[src/rtl/ictl_pkg.sv]
package ictl_pkg;
  typedef enum logic [1:0] {
    SEL_NONE  = 2'd0,
    SEL_PEND  = 2'd1,
    SEL_MASK  = 2'd2,
    SEL_FLAGS = 2'd3
  } ictl_sel_e;
endpackage

[src/rtl/ictl_regdec.sv]
module ictl_regdec
  import ictl_pkg::*;
#(
  parameter int ADDR_W   = 16,
  parameter int PEND_OFS = 16'hF000,
  parameter int MASK_OFS = 16'hF010,
  parameter int FLAG_OFS = 16'hF230
) (
  input  logic [ADDR_W-1:0] addr,
  output ictl_sel_e         sel
);
  localparam logic [ADDR_W-1:0] PendA = ADDR_W'(PEND_OFS);
  localparam logic [ADDR_W-1:0] MaskA = ADDR_W'(MASK_OFS);
  localparam logic [ADDR_W-1:0] FlagA = ADDR_W'(FLAG_OFS);

  always_comb begin
    if (addr == PendA)      sel = SEL_PEND;
    else if (addr == MaskA) sel = SEL_MASK;
    else if (addr == FlagA) sel = SEL_FLAGS;
    else                    sel = SEL_NONE;
  end
endmodule

[src/rtl/ictl_cascade.sv]
module ictl_cascade #(
  parameter int DATA_W      = 32,
  parameter int NUM_SUB     = 2,
  parameter int FLAG_BASE   = 8,
  parameter int FLAG_STRIDE = 2
) (
  input  logic              clk,
  input  logic              rst_n,
  input  logic [NUM_SUB-1:0] sub_irq,
  input  logic              clr_en,
  input  logic [DATA_W-1:0] clr_data,
  output logic [DATA_W-1:0] flags_q,
  output logic              any_flag
);
  localparam int TopBit = FLAG_BASE + FLAG_STRIDE * (NUM_SUB - 1);

  initial begin
    if (TopBit >= DATA_W) $error("flag positions exceed data width");
  end

  logic [DATA_W-1:0] set_vec;
  logic [DATA_W-1:0] kill_vec;

  always_comb begin
    set_vec = '0;
    for (int n = 0; n < NUM_SUB; n++) begin
      set_vec[FLAG_BASE + FLAG_STRIDE * n] = sub_irq[n];
    end
  end

  assign kill_vec = clr_en ? clr_data : '0;

  always_ff @(posedge clk) begin
    if (!rst_n) flags_q <= '0;
    else        flags_q <= set_vec & ~kill_vec;
  end

  assign any_flag = |flags_q;
endmodule

[src/rtl/ictl_pending.sv]
module ictl_pending #(
  parameter int NUM_LINES = 16
) (
  input  logic                 clk,
  input  logic                 rst_n,
  input  logic [NUM_LINES-1:0] lines,
  input  logic                 clr_en,
  input  logic [NUM_LINES-1:0] clr_data,
  input  logic                 tgl_en,
  input  logic [NUM_LINES-1:0] tgl_data,
  output logic [NUM_LINES-1:0] pend_q,
  output logic [NUM_LINES-1:0] mask_q,
  output logic                 any_enabled
);
  for (genvar g = 0; g < NUM_LINES; g++) begin : g_line
    logic drop;
    assign drop = clr_en & clr_data[g];
    always_ff @(posedge clk) begin
      if (!rst_n) pend_q[g] <= 1'b0;
      else        pend_q[g] <= lines[g] & ~drop;
    end
    always_ff @(posedge clk) begin
      if (!rst_n)                    mask_q[g] <= 1'b0;
      else if (tgl_en && tgl_data[g]) mask_q[g] <= ~mask_q[g];
    end
  end

  assign any_enabled = |(pend_q & mask_q);
endmodule

[src/rtl/tgl_irq_ctrl.sv]
module tgl_irq_ctrl
  import ictl_pkg::*;
#(
  parameter int NUM_LINES    = 16,
  parameter int NUM_SUB      = 2,
  parameter int ADDR_W       = 16,
  parameter int DATA_W       = 32,
  parameter int CASCADE_LINE = 1,
  parameter int FLAG_BASE    = 8,
  parameter int FLAG_STRIDE  = 2,
  parameter int PEND_OFS     = 16'hF000,
  parameter int MASK_OFS     = 16'hF010,
  parameter int FLAG_OFS     = 16'hF230
) (
  input  logic                 clk,
  input  logic                 rst_n,
  input  logic [NUM_LINES-1:0] irq_lines,
  input  logic [NUM_SUB-1:0]   sub_irq,
  input  logic                 bus_wr,
  input  logic                 bus_rd,
  input  logic [ADDR_W-1:0]    bus_addr,
  input  logic [DATA_W-1:0]    bus_wdata,
  output logic [DATA_W-1:0]    bus_rdata,
  output logic                 bus_rvalid,
  output logic                 cpu_irq
);
  ictl_sel_e            sel;
  logic [NUM_LINES-1:0] pend_q;
  logic [NUM_LINES-1:0] mask_q;
  logic [DATA_W-1:0]    flags_q;
  logic                 any_flag;
  logic [NUM_LINES-1:0] lines_eff;
  logic [NUM_LINES-1:0] casc_vec;
  logic [DATA_W-1:0]    pend_ext;
  logic [DATA_W-1:0]    mask_ext;
  logic [DATA_W-1:0]    rd_mux;

  ictl_regdec #(
    .ADDR_W(ADDR_W), .PEND_OFS(PEND_OFS), .MASK_OFS(MASK_OFS), .FLAG_OFS(FLAG_OFS)
  ) u_dec (
    .addr(bus_addr),
    .sel (sel)
  );

  ictl_cascade #(
    .DATA_W(DATA_W), .NUM_SUB(NUM_SUB), .FLAG_BASE(FLAG_BASE), .FLAG_STRIDE(FLAG_STRIDE)
  ) u_casc (
    .clk     (clk),
    .rst_n   (rst_n),
    .sub_irq (sub_irq),
    .clr_en  (bus_wr && sel == SEL_FLAGS),
    .clr_data(bus_wdata),
    .flags_q (flags_q),
    .any_flag(any_flag)
  );

  always_comb begin
    casc_vec = '0;
    casc_vec[CASCADE_LINE] = any_flag;
  end
  assign lines_eff = irq_lines | casc_vec;

  ictl_pending #(
    .NUM_LINES(NUM_LINES)
  ) u_pend (
    .clk        (clk),
    .rst_n      (rst_n),
    .lines      (lines_eff),
    .clr_en     (bus_wr && sel == SEL_PEND),
    .clr_data   (bus_wdata[NUM_LINES-1:0]),
    .tgl_en     (bus_wr && sel == SEL_MASK),
    .tgl_data   (bus_wdata[NUM_LINES-1:0]),
    .pend_q     (pend_q),
    .mask_q     (mask_q),
    .any_enabled(cpu_irq)
  );

  always_comb begin
    pend_ext = '0;
    mask_ext = '0;
    pend_ext[NUM_LINES-1:0] = pend_q;
    mask_ext[NUM_LINES-1:0] = mask_q;
    case (sel)
      SEL_PEND:  rd_mux = pend_ext;
      SEL_MASK:  rd_mux = mask_ext;
      SEL_FLAGS: rd_mux = flags_q;
      default:   rd_mux = '0;
    endcase
  end

  always_ff @(posedge clk) begin
    if (!rst_n) begin
      bus_rvalid <= 1'b0;
      bus_rdata  <= '0;
    end else begin
      bus_rvalid <= bus_rd;
      if (bus_rd) bus_rdata <= rd_mux;
    end
  end
endmodule

[config.mk]
export PLATFORM = sky130hd
export DESIGN_NAME = tgl_irq_ctrl
export DESIGN_NICKNAME = d
export VERILOG_FILES = /design/src/rtl/ictl_pkg.sv /design/src/rtl/ictl_regdec.sv /design/src/rtl/ictl_cascade.sv /design/src/rtl/ictl_pending.sv /design/src/rtl/tgl_irq_ctrl.sv
export SDC_FILE = /design/constraint.sdc
export NUM_CORES = 1
export LEC_CHECK = 0
export ABC_AREA = 0
export BUFFER_PORTS_ARGS = -buffer_cell sky130_fd_sc_hd__buf_2
export CAP_MARGIN = 15
export CELL_PAD_IN_SITES_DETAIL_PLACEMENT = 0
export CELL_PAD_IN_SITES_GLOBAL_PLACEMENT = 2
export CORE_UTILIZATION = 27
export DETAILED_ROUTE_END_ITERATION = 16
export PLACE_DENSITY_LB_ADDON = 0.1
export SYNTH_ARGS = -nofsm -noshare
export SYNTH_HDL_FRONTEND = slang
export SYNTH_SLANG_ARGS = --single-unit
export TNS_END_PERCENT = 20
[constraint.sdc]
create_clock -name clk -period 2.3 [get_ports clk]
set_input_delay 0.23 -clock clk [delete_from_list [all_inputs] [get_ports clk]]
set_output_delay 0.23 -clock clk [all_outputs]
set_load 0.05 [all_outputs]
==> metrics.md <==
| Metric | Value |
|---|---|
| Status | `completed` |
| Ports | `roughly 100` |
| Clk slew on worst S/H paths | `~0.09 ns` |
| Share of layout cells above drive strength 1 | `a little under a third` |
| Sequential area share after synthesis | `about two fifths` |
| Largest net degree at the start of global routing | `49` |
| Crit. Startpoint | `u_pend.mask_q[12]` |
| Most frequent cells in the layout | `71 x buf_2, 51 x dfxtp_1, 35 x nand2_1, 30 x nand2b_1, 30 x nand3_1` |
| Clock root buffer | `clkbuf_8` |
| Arr. time, crit path | `between 1.5 and 2 ns` |
| Final nets | `about 400` |
| Leakage power | `roughly 1.4 nW` |
| Hold Crit Class | `in -> reg` |
| DRC violations left | `0` |
| Max-Cap Viols | `0` |
| PortBufs | `slightly above 70` |
| Switching pwr | `between 0.4 and 0.5 mW` |
| Setup_tns | `0 ns` |
| Number of global-route vias before repair | `roughly 2100` |
| Worst r2r path cells | `3` |
| Largest family of logic cells by synthesized area | `simple AND/OR/NAND/NOR gates` |
| Clock latency on the worst-skew pair | `around 0.30 ns` |
| Synth Warn # | `0` |
| Post-CTS sizing | `0` |
| Clock buffer depth | `2` |
| Switching portion of total power | `26.20%` |
| CP Capture Type | `output pin` |
| Worst hold start | `bus_wdata[5]` |
| Gate power share | `roughly an eighth` |
| Clock share of power | `33.5%` |
| Slew Limit Fails | `0` |
| RSZ-0062 raised after global routing | `no` |
| Initial antenna violation count | `0` |
| XOR/XNOR share of the synthesized area | `0%` |
| Syn_area_per_cell | `9.174 µm²` |
| Drt total wl | `slightly below 7000 µm` |
| Compound-Gate Fraction of Synth Area | `between 10% and 20%` |
| RR Endpoint | `bus_rdata[8]` |
| Avg WL per Cell | `~15 µm` |
| Gr ovfl total | `0` |
| Synthesis-to-finish area growth | `20.91%` |
| Clock Skews | `slightly below 0.006 ns` |
| N_diodes | `0` |
| Tot GR Track Use | `approximately 14%` |
| Worst R2R Start | `u_pend.mask_q[8]` |
| Cell Rows | `34` |
| Cell Area, Synth | `between 2000 and 3000 µm²` |
| RePlAce Congestion | `slightly below 0.7` |
| Cts hold-fix bufs | `0` |
| Initial DRC Count | `65` |
| R2r setup slk | `1.30 ns` |
| Placed Area | `a little under 3000 µm²` |
| First-pass GRT wire length | `10780 µm` |
| Post-Synth Simple-Gate Area | `about 25%` |
| Die area | `approximately 9700 µm²` |
| Pwr dens | `between 500 and 600 nW/µm²` |
| Critical Path RT | `slightly above 2 ns` |
| Max rail drop VDD | `between 0.15 and 0.2 mV` |
| Fin crit share | `slightly below 90%` |
| Sequential power share | `53.6%` |
| H-tree depth | `2` |
| Min-Delay Endpoint | `u_pend.pend_q[5]` |
| CTS Sinks | `a little over 50` |
| Number of fill cells in the layout | `around 970` |
| Antenna Nets Post-Route | `0` |
| Routed via count | `between 2000 and 2500` |
| HPWL Detailed | `approximately 4800 µm` |
| CP Launch Type | `register` |
| CP max FO | `4` |
| Mux contribution to synthesized area | `between 10% and 20%` |
| Maximum clock frequency | `between 500 and 600 MHz` |
| Starting density of the core | `between 20 and 30%` |
| Crit Path Class | `reg -> out` |
| Postcts setup bufs | `0` |
| CTS tree | `yes` |
| Commonest non-fill, non-tap cell in the layout | `buf_2` |
| Post-Synth Adder-Cell Area | `0%` |
| Post-DR vias/cell | `4.710` |
| Number of library cell types mapped by synthesis | `29` |
| Hold Path Cell Cnt | `2` |
| Drt first pass iters | `6` |
| Design area | `between 3000 and 4000 µm²` |
| Num CTS Buffers | `5` |
| Final setup fails | `0` |
| P_int | `approximately 1.3 mW` |
| Hold Fails Final Rpt | `0` |
| Flops & latches, synth | `51` |
| Min Tclk post-route | `about 2 ns` |
| Core box area | `8848 µm²` |
| Die X | `98.49 µm` |
| Gate Count Post-Synth | `approximately 270` |
| Die Ht | `between 90 and 100 µm` |
area by class of cell:
| cell class | count | area, µm² | share of cell area, % |
|---|---|---|---|
| Timing Repair Buffer | 80 | 435.4 | 14.33 |
| Multi-Input combinational cell | 204 | 1348 | 44.34 |
| Clock buffer | 8 | 100.1 | 3.294 |
| Sequential cell | 51 | 1021 | 33.59 |
| Tap cell | 108 | 135.1 | 4.446 |
stage by stage:
stage	std cells	util, %	setup slack, ns	power (mW)	hold slack (ns)
global placement	443	33.22	0.4302	1.151	0.4315
floorplan	289	-	0.4701	1.088	0.3170
CTS	451	34.35	0.3068	1.723	0.1016
finish	451	34.35	0.3068	1.697	0.1085
detailed placement	443	33.22	0.4278	1.151	0.4320
global route	451	34.35	0.2088	1.775	0.1042
registers in the layout (all words and copies together), names as in the netlist:
name / count
u_pend.pend_q: 16
bus_rvalid: 1
bus_rdata: 16
u_pend.mask_q: 16
u_casc.flags_q: 2
worst max-delay path by stage:
| stage | cells past startpoint | endpoint |
|---|---|---|
| global route | 4 | cpu_irq |
| global placement | 6 | u_pend.pend_q[2] |
| detailed placement | 6 | u_pend.pend_q[2] |
| CTS | 4 | cpu_irq |
| finish | 4 | cpu_irq |
| floorplan | 6 | u_pend.pend_q[0] |
critical path, cell delays in order, from the launching register on:
cell and delay (ns):
dfxtp_1 0.35, a22o_1 0.24, a221oi_1 0.41, nand4_1 0.21
buf_2 0.26
layer usage:
layer  up-vias  GRT usage, %  routed length, µm
met3         7         2.695                248
met1       994         18.85               3297
li1       1070             -                  -
met4         0         3.904                 83
met2        53         24.00               3134
met5         -             0                  0
power groups by stage:
| stage | combinational [mW] | sequential [mW] | clock (mW) |
|---|---|---|---|
| after floorplan | 0.158 | 0.931 | 0 |
| after global placement | 0.220 | 0.930 | 0 |
| after detailed placement | 0.221 | 0.931 | 0 |
| after CTS | 0.221 | 0.910 | 0.591 |
| after global routing | 0.236 | 0.913 | 0.626 |
| final | 0.219 | 0.910 | 0.569 |
logic make-up (layout without fill, tap and decap cells):
group / Yosys count / after routing
compound gates: 45 / 45
buf+inv: 34 / 88
mux: 32 / 32
flops: 51 / 51
other cells: 1 / 16
simple gates: 111 / 111
cell usage after synthesis, drive strengths merged:
| library cell | instances | area (µm²) |
|---|---|---|
| a32o | 2 | 20.02 |
| or4 | 1 | 11.26 |
| dfxtp | 51 | 1021 |
| mux2i | 18 | 180.2 |
| nand4bb | 1 | 11.26 |
| nor3b | 2 | 15.01 |
| a221oi | 4 | 35.03 |
| a21boi | 14 | 105.1 |
| nor4 | 2 | 42.54 |
| nand2b | 30 | 187.7 |
| clkbuf | 12 | 45.04 |
| conb | 1 | 3.750 |
| and2 | 1 | 6.260 |
| and3 | 2 | 12.51 |
| a31oi | 16 | 100.1 |
| mux2 | 14 | 157.7 |
| nor2b | 3 | 18.77 |
| or2 | 1 | 6.260 |
| nand2 | 35 | 131.4 |
| nand3 | 30 | 150.1 |
| o31ai | 3 | 22.52 |
| a22o | 4 | 35.03 |
| nand4 | 1 | 6.260 |
| a21oi | 2 | 10.01 |
| buf | 22 | 161.4 |
| nand4b | 1 | 8.760 |
| or3b | 1 | 8.760 |
Note: power is estimated with default switching activity, not from simulation.
